## src/rtl/wave_rca_pkg.sv

```systemverilog
package wave_rca_pkg;

  // Carry on two complementary rails; both low means no carry is present.
  typedef struct packed {
    logic hi;
    logic lo;
  } rail_t;

  localparam rail_t RAIL_EMPTY = '{hi: 1'b0, lo: 1'b0};

  function automatic logic fa_sum(input logic a, input logic b, input logic c);
    return a ^ b ^ c;
  endfunction

  // Each rail is evaluated from its own polarity of the incoming carry.
  function automatic rail_t fa_carry(input logic a, input logic b, input rail_t c);
    rail_t r;
    r.hi = (a & b) | ((a | b) & c.hi);
    r.lo = (~a & ~b) | ((~a | ~b) & c.lo);
    return r;
  endfunction

endpackage

```

## src/rtl/wave_rca_delay.sv

```systemverilog
module wave_rca_delay #(
  parameter int DW    = 1,
  parameter int DEPTH = 1
) (
  input  logic          clk,
  input  logic          rst_n,
  input  logic          en,
  input  logic [DW-1:0] d,
  output logic [DW-1:0] q
);

  generate
    if (DEPTH == 0) begin : g_wire
      assign q = d;
    end else begin : g_regs
      logic [DW-1:0] tap_q [DEPTH];
      logic [DW-1:0] tap_n [DEPTH];

      always_comb begin
        for (int k = 0; k < DEPTH; k++) begin
          tap_n[k] = tap_q[k];
          if (en) tap_n[k] = (k == 0) ? d : tap_q[k-1];
        end
      end

      always_ff @(posedge clk or negedge rst_n) begin
        if (!rst_n) begin
          for (int k = 0; k < DEPTH; k++) tap_q[k] <= '0;
        end else begin
          for (int k = 0; k < DEPTH; k++) tap_q[k] <= tap_n[k];
        end
      end

      assign q = tap_q[DEPTH-1];

      assert_delay_hold_R5: assert property (@(posedge clk) disable iff (!rst_n)
        !en |=> $stable(q));
    end
  endgenerate

endmodule

```

## src/rtl/wave_rca_cell.sv

```systemverilog
module wave_rca_cell
  import wave_rca_pkg::*;
(
  input  logic  clk,
  input  logic  rst_n,
  input  logic  en,
  input  logic  ab_req,
  input  logic  a,
  input  logic  b,
  input  logic  c_req,
  input  rail_t c_in,
  output logic  done,
  output logic  sum,
  output rail_t c_out
);

  logic  fire;
  logic  done_n, sum_n;
  rail_t rail_n;

  // Join: the stage evaluates only when both bundled streams are present.
  assign fire = ab_req & c_req;

  always_comb begin
    done_n = done;
    sum_n  = sum;
    rail_n = c_out;
    if (en) begin
      done_n = fire;
      sum_n  = fire ? fa_sum(a, b, c_in.hi) : 1'b0;
      rail_n = fire ? fa_carry(a, b, c_in) : RAIL_EMPTY;
    end
  end

  always_ff @(posedge clk or negedge rst_n) begin
    if (!rst_n) begin
      done  <= 1'b0;
      sum   <= 1'b0;
      c_out <= RAIL_EMPTY;
    end else begin
      done  <= done_n;
      sum   <= sum_n;
      c_out <= rail_n;
    end
  end

  assert_rail_onehot_R7: assert property (@(posedge clk) disable iff (!rst_n)
    done |-> $onehot({c_out.hi, c_out.lo}));

  assert_rail_spacer_R7: assert property (@(posedge clk) disable iff (!rst_n)
    !done |-> (c_out == RAIL_EMPTY));

  assert_carry_rail_valid_R7: assert property (@(posedge clk) disable iff (!rst_n)
    c_req |-> $onehot({c_in.hi, c_in.lo}));

  assert_join_aligned_R2: assert property (@(posedge clk) disable iff (!rst_n)
    ab_req == c_req);

  assert_cell_hold_R5: assert property (@(posedge clk) disable iff (!rst_n)
    !en |=> $stable(done) && $stable(sum) && $stable(c_out));

endmodule

```

## src/rtl/wave_rca.sv

```systemverilog
module wave_rca
  import wave_rca_pkg::*;
#(
  parameter int WIDTH = 32
) (
  input  logic             clk,
  input  logic             rst_n,
  input  logic             op_valid,
  output logic             op_ready,
  input  logic [WIDTH-1:0] op_a,
  input  logic [WIDTH-1:0] op_b,
  input  logic             cin_valid,
  output logic             cin_ready,
  input  logic             cin,
  output logic             res_valid,
  input  logic             res_ready,
  output logic [WIDTH-1:0] res_sum,
  output logic             res_cout
);

  localparam int TOP = WIDTH - 1;

  logic             advance;
  logic             accept;
  logic [WIDTH-1:0] lane_req;
  logic [WIDTH-1:0] lane_a, lane_b;
  logic [WIDTH-1:0] done;
  logic [WIDTH-1:0] sum_bit;
  rail_t            rails [WIDTH];
  rail_t            cin_rail;

  // The whole wavefront moves together unless a finished result is refused.
  assign advance   = ~res_valid | res_ready;
  assign op_ready  = advance & cin_valid;
  assign cin_ready = advance & op_valid;
  assign accept    = advance & op_valid & cin_valid;

  assign cin_rail.hi = accept & cin;
  assign cin_rail.lo = accept & ~cin;

  genvar i;
  generate
    for (i = 0; i < WIDTH; i++) begin : g_bit
      logic [2:0] skew_q;

      // Bit i of the operands waits i cycles for the rippling carry.
      wave_rca_delay #(.DW(3), .DEPTH(i)) u_skew (
        .clk   (clk),
        .rst_n (rst_n),
        .en    (advance),
        .d     ({accept, op_a[i], op_b[i]}),
        .q     (skew_q)
      );
      assign lane_req[i] = skew_q[2];
      assign lane_a[i]   = skew_q[1];
      assign lane_b[i]   = skew_q[0];

      if (i == 0) begin : g_first
        wave_rca_cell u_cell (
          .clk    (clk),
          .rst_n  (rst_n),
          .en     (advance),
          .ab_req (lane_req[i]),
          .a      (lane_a[i]),
          .b      (lane_b[i]),
          .c_req  (accept),
          .c_in   (cin_rail),
          .done   (done[i]),
          .sum    (sum_bit[i]),
          .c_out  (rails[i])
        );
      end else begin : g_rest
        wave_rca_cell u_cell (
          .clk    (clk),
          .rst_n  (rst_n),
          .en     (advance),
          .ab_req (lane_req[i]),
          .a      (lane_a[i]),
          .b      (lane_b[i]),
          .c_req  (done[i-1]),
          .c_in   (rails[i-1]),
          .done   (done[i]),
          .sum    (sum_bit[i]),
          .c_out  (rails[i])
        );
      end

      // Sum bit i waits until the top bit of the same addition is ready.
      wave_rca_delay #(.DW(1), .DEPTH(TOP - i)) u_deskew (
        .clk   (clk),
        .rst_n (rst_n),
        .en    (advance),
        .d     (sum_bit[i]),
        .q     (res_sum[i])
      );
    end
  endgenerate

  assign res_valid = done[TOP];
  assign res_cout  = rails[TOP].hi;

  assert_result_hold_R5: assert property (@(posedge clk) disable iff (!rst_n)
    res_valid && !res_ready |=> res_valid && $stable(res_sum) && $stable(res_cout));

  assert_no_intake_in_stall_R5: assert property (@(posedge clk) disable iff (!rst_n)
    res_valid && !res_ready |-> !op_ready && !cin_ready);

  assert_joint_ack_R3: assert property (@(posedge clk) disable iff (!rst_n)
    (op_valid && op_ready) == (cin_valid && cin_ready));

  assert_chain_entry_R2: assert property (@(posedge clk) disable iff (!rst_n)
    advance && op_valid && cin_valid |=> done[0]);

endmodule

```

## config.mk

```make
export PLATFORM = sky130hd
export DESIGN_NAME = wave_rca
export DESIGN_NICKNAME = d
export VERILOG_FILES = /design/src/rtl/wave_rca_pkg.sv /design/src/rtl/wave_rca_delay.sv /design/src/rtl/wave_rca_cell.sv /design/src/rtl/wave_rca.sv
export SDC_FILE = /design/constraint.sdc
export NUM_CORES = 2
export LEC_CHECK = 0
export ABC_AREA = 1
export BUFFER_PORTS_ARGS = -buffer_cell sky130_fd_sc_hd__buf_4
export CAP_MARGIN = 40
export CORE_MARGIN = 1.5
export CORE_UTILIZATION = 60
export CTS_CLUSTER_DIAMETER = 150
export DETAILED_ROUTE_END_ITERATION = 10
export HOLD_SLACK_MARGIN = 0.05
export PLACE_DENSITY = 0.85
export SLEW_MARGIN = 0
export SYNTH_ARGS = -nofsm -noshare
export SYNTH_HDL_FRONTEND = slang
export SYNTH_SLANG_ARGS = --single-unit
```

## constraint.sdc

```tcl
create_clock -name clk -period 2 [get_ports clk]
set_input_delay 0.1 -clock clk [delete_from_list [all_inputs] [get_ports clk]]
set_output_delay 0.1 -clock clk [all_outputs]
set_load 0.005 [all_outputs]
```

==> summary.txt <==
Route
  – Pre-Repair DR Iteration Count: 9
  – Final WL: 116 mm
  – Antenna-violating nets left: 0
  – Vias/cell: approximately 5.3
  – Drt drc: 0
  – Routed len/inst: between 15 and 20 microns
  – DR vias: between 40000 and 50000
  – Iter 0 DRT Violations: ~3700

CTS
  – Root buffer cell: clkbuf_16
  – Clock-pin slew on the worst setup and hold paths: around 0.07 ns
  – CTS max path bufs: 3
  – TritonCTS clock tree: built
  – TritonCTS Buffers: ~160
  – H-tree levels: 4
  – Total clock sinks: between 1500 and 2000
  – Worst skew pair latency: a little under 0.8 ns

Timing
  – Worst setup margin: around 0.093 ns
  – Max Fclk: 0.524 GHz
  – Setup violations, final: 0
  – Setup TNS: 0 ns
  – Slew Limit Fails: 0
  – Rel. slew slack: roughly half
  – Fin crit period: roughly 1.9 ns
  – RSZ-0062 raised after global routing: false
  – Hold Fails Final Rpt: 0
  – Clk_skew: about 0.048 ns
  – Final critical-path share of the clock period: between 90 and 100%
  – Worst-Margin Slew: approximately 0.76 ns

Die
  – Die ar.: 101000 sq um
  – FP Rows: between 100 and 150
  – Die Height: between 300 and 400 microns
  – Top-Level Pins: 106
  – Initial Util: 60.6%
  – Core box area: 98400 sq um
  – Die width: 318 microns

Worst setup path
  – CP Launch Type: flop
  – CP Data Required Time: approximately 2.6 ns
  – Crit-path cells: nand2_8 -> buf_6 -> buf_12 -> buf_12 -> buf_12 -> nand2_1 -> o21ai_0
  – CP max FO: 50
  – Crit path top cell by count: buf_12
  – Critical Path Slowest Stage Cell: dfrtp_2
  – Crit path DAT: ~2.6 ns
  – Setup CP Type: reg2reg
  – CP peak stage delay: around 0.45 ns
  – Crit. End Element: flop

Yosys
  – Mapped Cells: a little over 6000
  – Cell Area, Synth: between 50000 and 60000 sq um
  – Seq/Total Area, Yosys: roughly 66%
  – Net count after synthesis: 6161
  – Synth Warn #: 0
  – Syn avg cell area: 9.85 sq um
  – Yosys reg bits: between 1500 and 2000
  – Netlist cell types: 15

Global route
  – First-pass GRT wire length: ~200 mm
  – Overall Global Routing Usage: 23.7%
  – Grt total ovfl: 0
  – Vias in the first global route: about 42000
  – Largest net degree at the start of global routing: approximately 170
  – Initial antenna violation count: 2

Finish
  – Register area: 39600 sq um
  – Filler cells: ~6400
  – Share of post-route cells with drive strength above 1: under 10%
  – Fin nets: between 6000 and 7000
  – Area grow syn2layout: 13.5%
  – Multi-input logic area: about 15000 sq um

Power
  – Clk pwr share: 29.6%
  – Sequential share of power: 49.4%
  – Switching Fraction: 31.7%
  – Leak: 0.0327 uW
  – Combinational power share: between 20% and 30%
  – Pwr/cell area: ~1500 nW/um^2
  – Peak VDD IR: approximately 0.96 mV
  – Internal Power: approximately 71000 uW
  – Net Sw Power: 32800 uW

Placement
  – Worst slack, placed: between 0.3 and 0.4 ns
  – Hpwl dp: between 60 and 70 mm
  – Port bufs: approximately 110
  – Placer Congestion: 0.747

Hold path
  – Hold Path Class: in2reg

Flow run
  – Max-cap violations: 0

Run status
  – Status: finished clean
registers in the layout, indices dropped and copies added, names as in the netlist:
| register | flops |
|---|---|
| g_bit.u_deskew.q | 31 |
| g_bit.u_skew.q | 64 |
| g_bit.u_deskew.g_regs.tap_q | 465 |
| g_bit.g_rest.u_cell.sum | 31 |
| g_bit.g_rest.u_cell.c_out | 31 |
| g_bit.u_skew.g_regs.tap_q | 947 |
| g_bit.g_first.u_cell.c_out | 1 |
| g_bit.g_rest.u_cell.done | 13 |
| g_bit.g_first.u_cell.sum | 1 |
Yosys cell counts:
master	instances	area share, %
nand2_2	1	0.010
buf_6	58	1.1
dfrtp_1	1584	66
inv_1	704	4.4
fa_1	32	1.1
nand2_1	1887	12
o21ai_1	12	0.10
o21ai_0	1387	12
nor2_1	3	0.019
nand4_1	2	0.021
inv_2	1	0.0063
nand3_1	63	0.53
clkbuf_1	138	0.87
buf_2	101	0.85
buf_4	86	1.1
metal layers:
layer  wire length, microns  up-vias  track usage (%)
met1                  48400    20100             31.1
met3                   5110      247             3.71
met5                      0        -                0
li1                       -    18900                -
met4                   3370        0             8.08
met2                  59500      969             40.7
stage by stage:
step / utilization, % / total power [uW] / hold slack, ns / instances / instance area [sq um]
after floorplan: - / 65600 / -0.196 / 6059 / 59700
after global placement: 62.3 / 69800 / -0.0201 / 7171 / 61300
after detailed placement: 62.3 / 72000 / -0.0178 / 7171 / 61300
after CTS: 68.8 / 104000 / 0.0532 / 7537 / 67700
after global routing: 68.8 / 111000 / 0.0874 / 7540 / 67800
final: 68.8 / 104000 / 0.0958 / 7540 / 67800
power by group through the flow:
stage	sequential [uW]	clock (uW)	combinational (uW)
after floorplan	49600	0	15900
final	51300	30700	21800
after global placement	50800	0	19100
after CTS	51200	31100	21900
after global routing	52600	32500	25400
after detailed placement	51400	0	20700
cells in the final DEF, fill, tap and decap left out, types with 3 or more instances in the layout:
master / n
nand3_1: 63
inv_16: 5
o21ai_0: 1387
clkinv_2: 24
dfrtp_1: 1583
buf_12: 60
clkbuf_16: 157
buf_4: 145
fa_1: 32
clkinv_8: 6
nand2_1: 1887
bufinv_16: 15
o21ai_1: 12
clkbuf_1: 27
clkbuf_8: 44
clkinv_16: 3
dlygate4sd3_1: 76
inv_1: 704
worst paths after layout:
kind	from	endpoint	slack, ns	cells past startpoint
worst max-delay path	g_bit[31].g_rest.u_cell.done	g_bit[25].u_skew.g_regs.tap_q[27]	0.09	7
worst min-delay path	op_b[31]	g_bit[31].u_skew.g_regs.tap_q[90]	0.1	4
worst max register to register	g_bit[31].g_rest.u_cell.done	g_bit[25].u_skew.g_regs.tap_q[27]	0.09	7
worst min register to register	g_bit[20].u_deskew.g_regs.tap_q[10]	g_bit[20].u_deskew.g_regs.tap_q[9]	0.46	2
max in group asynchronous	rst_n	g_bit[8].u_deskew.g_regs.tap_q[21]	0.95	4
min in group asynchronous	rst_n	g_bit[5].u_skew.g_regs.tap_q[7]	0.13	3
worst max-delay path: cells and delay by family (launching register included):
kind            cells  cell delay [ns]
compound gates      1             0.12
buf+inv             4             0.93
flops               1             0.45
simple gates        2             0.21
layout make-up:
cell class / count / share of cell area [%]
repair buffers: 289 / 4.77
clock buffers: 227 / 6.81
multi-input cells: 3388 / 22.3
diodes: 2 / 0.00739
flip-flops and latches: 1584 / 58.5
inverters: 705 / 3.93
clock inverters: 58 / 1.31
well taps: 1287 / 2.38
cells by family after synthesis:
family / synth area share, %
and+or+nand+nor: 12.4
adders and majority gates: 1.07
AOI/OAI and AO/OA: 11.7
DFF: 66.4
buffers and inverters: 8.33
what timing repair did:
action	in CTS	in global routing
setup endpoints to repair	2	18
pin swaps	1	0
cloned	3	1
setup buffers	2	0
endpoints found under the hold margin	1656	0
gates resized for setup	4	4
hold buffers	76	0
Note: power is estimated with default switching activity, not from simulation.
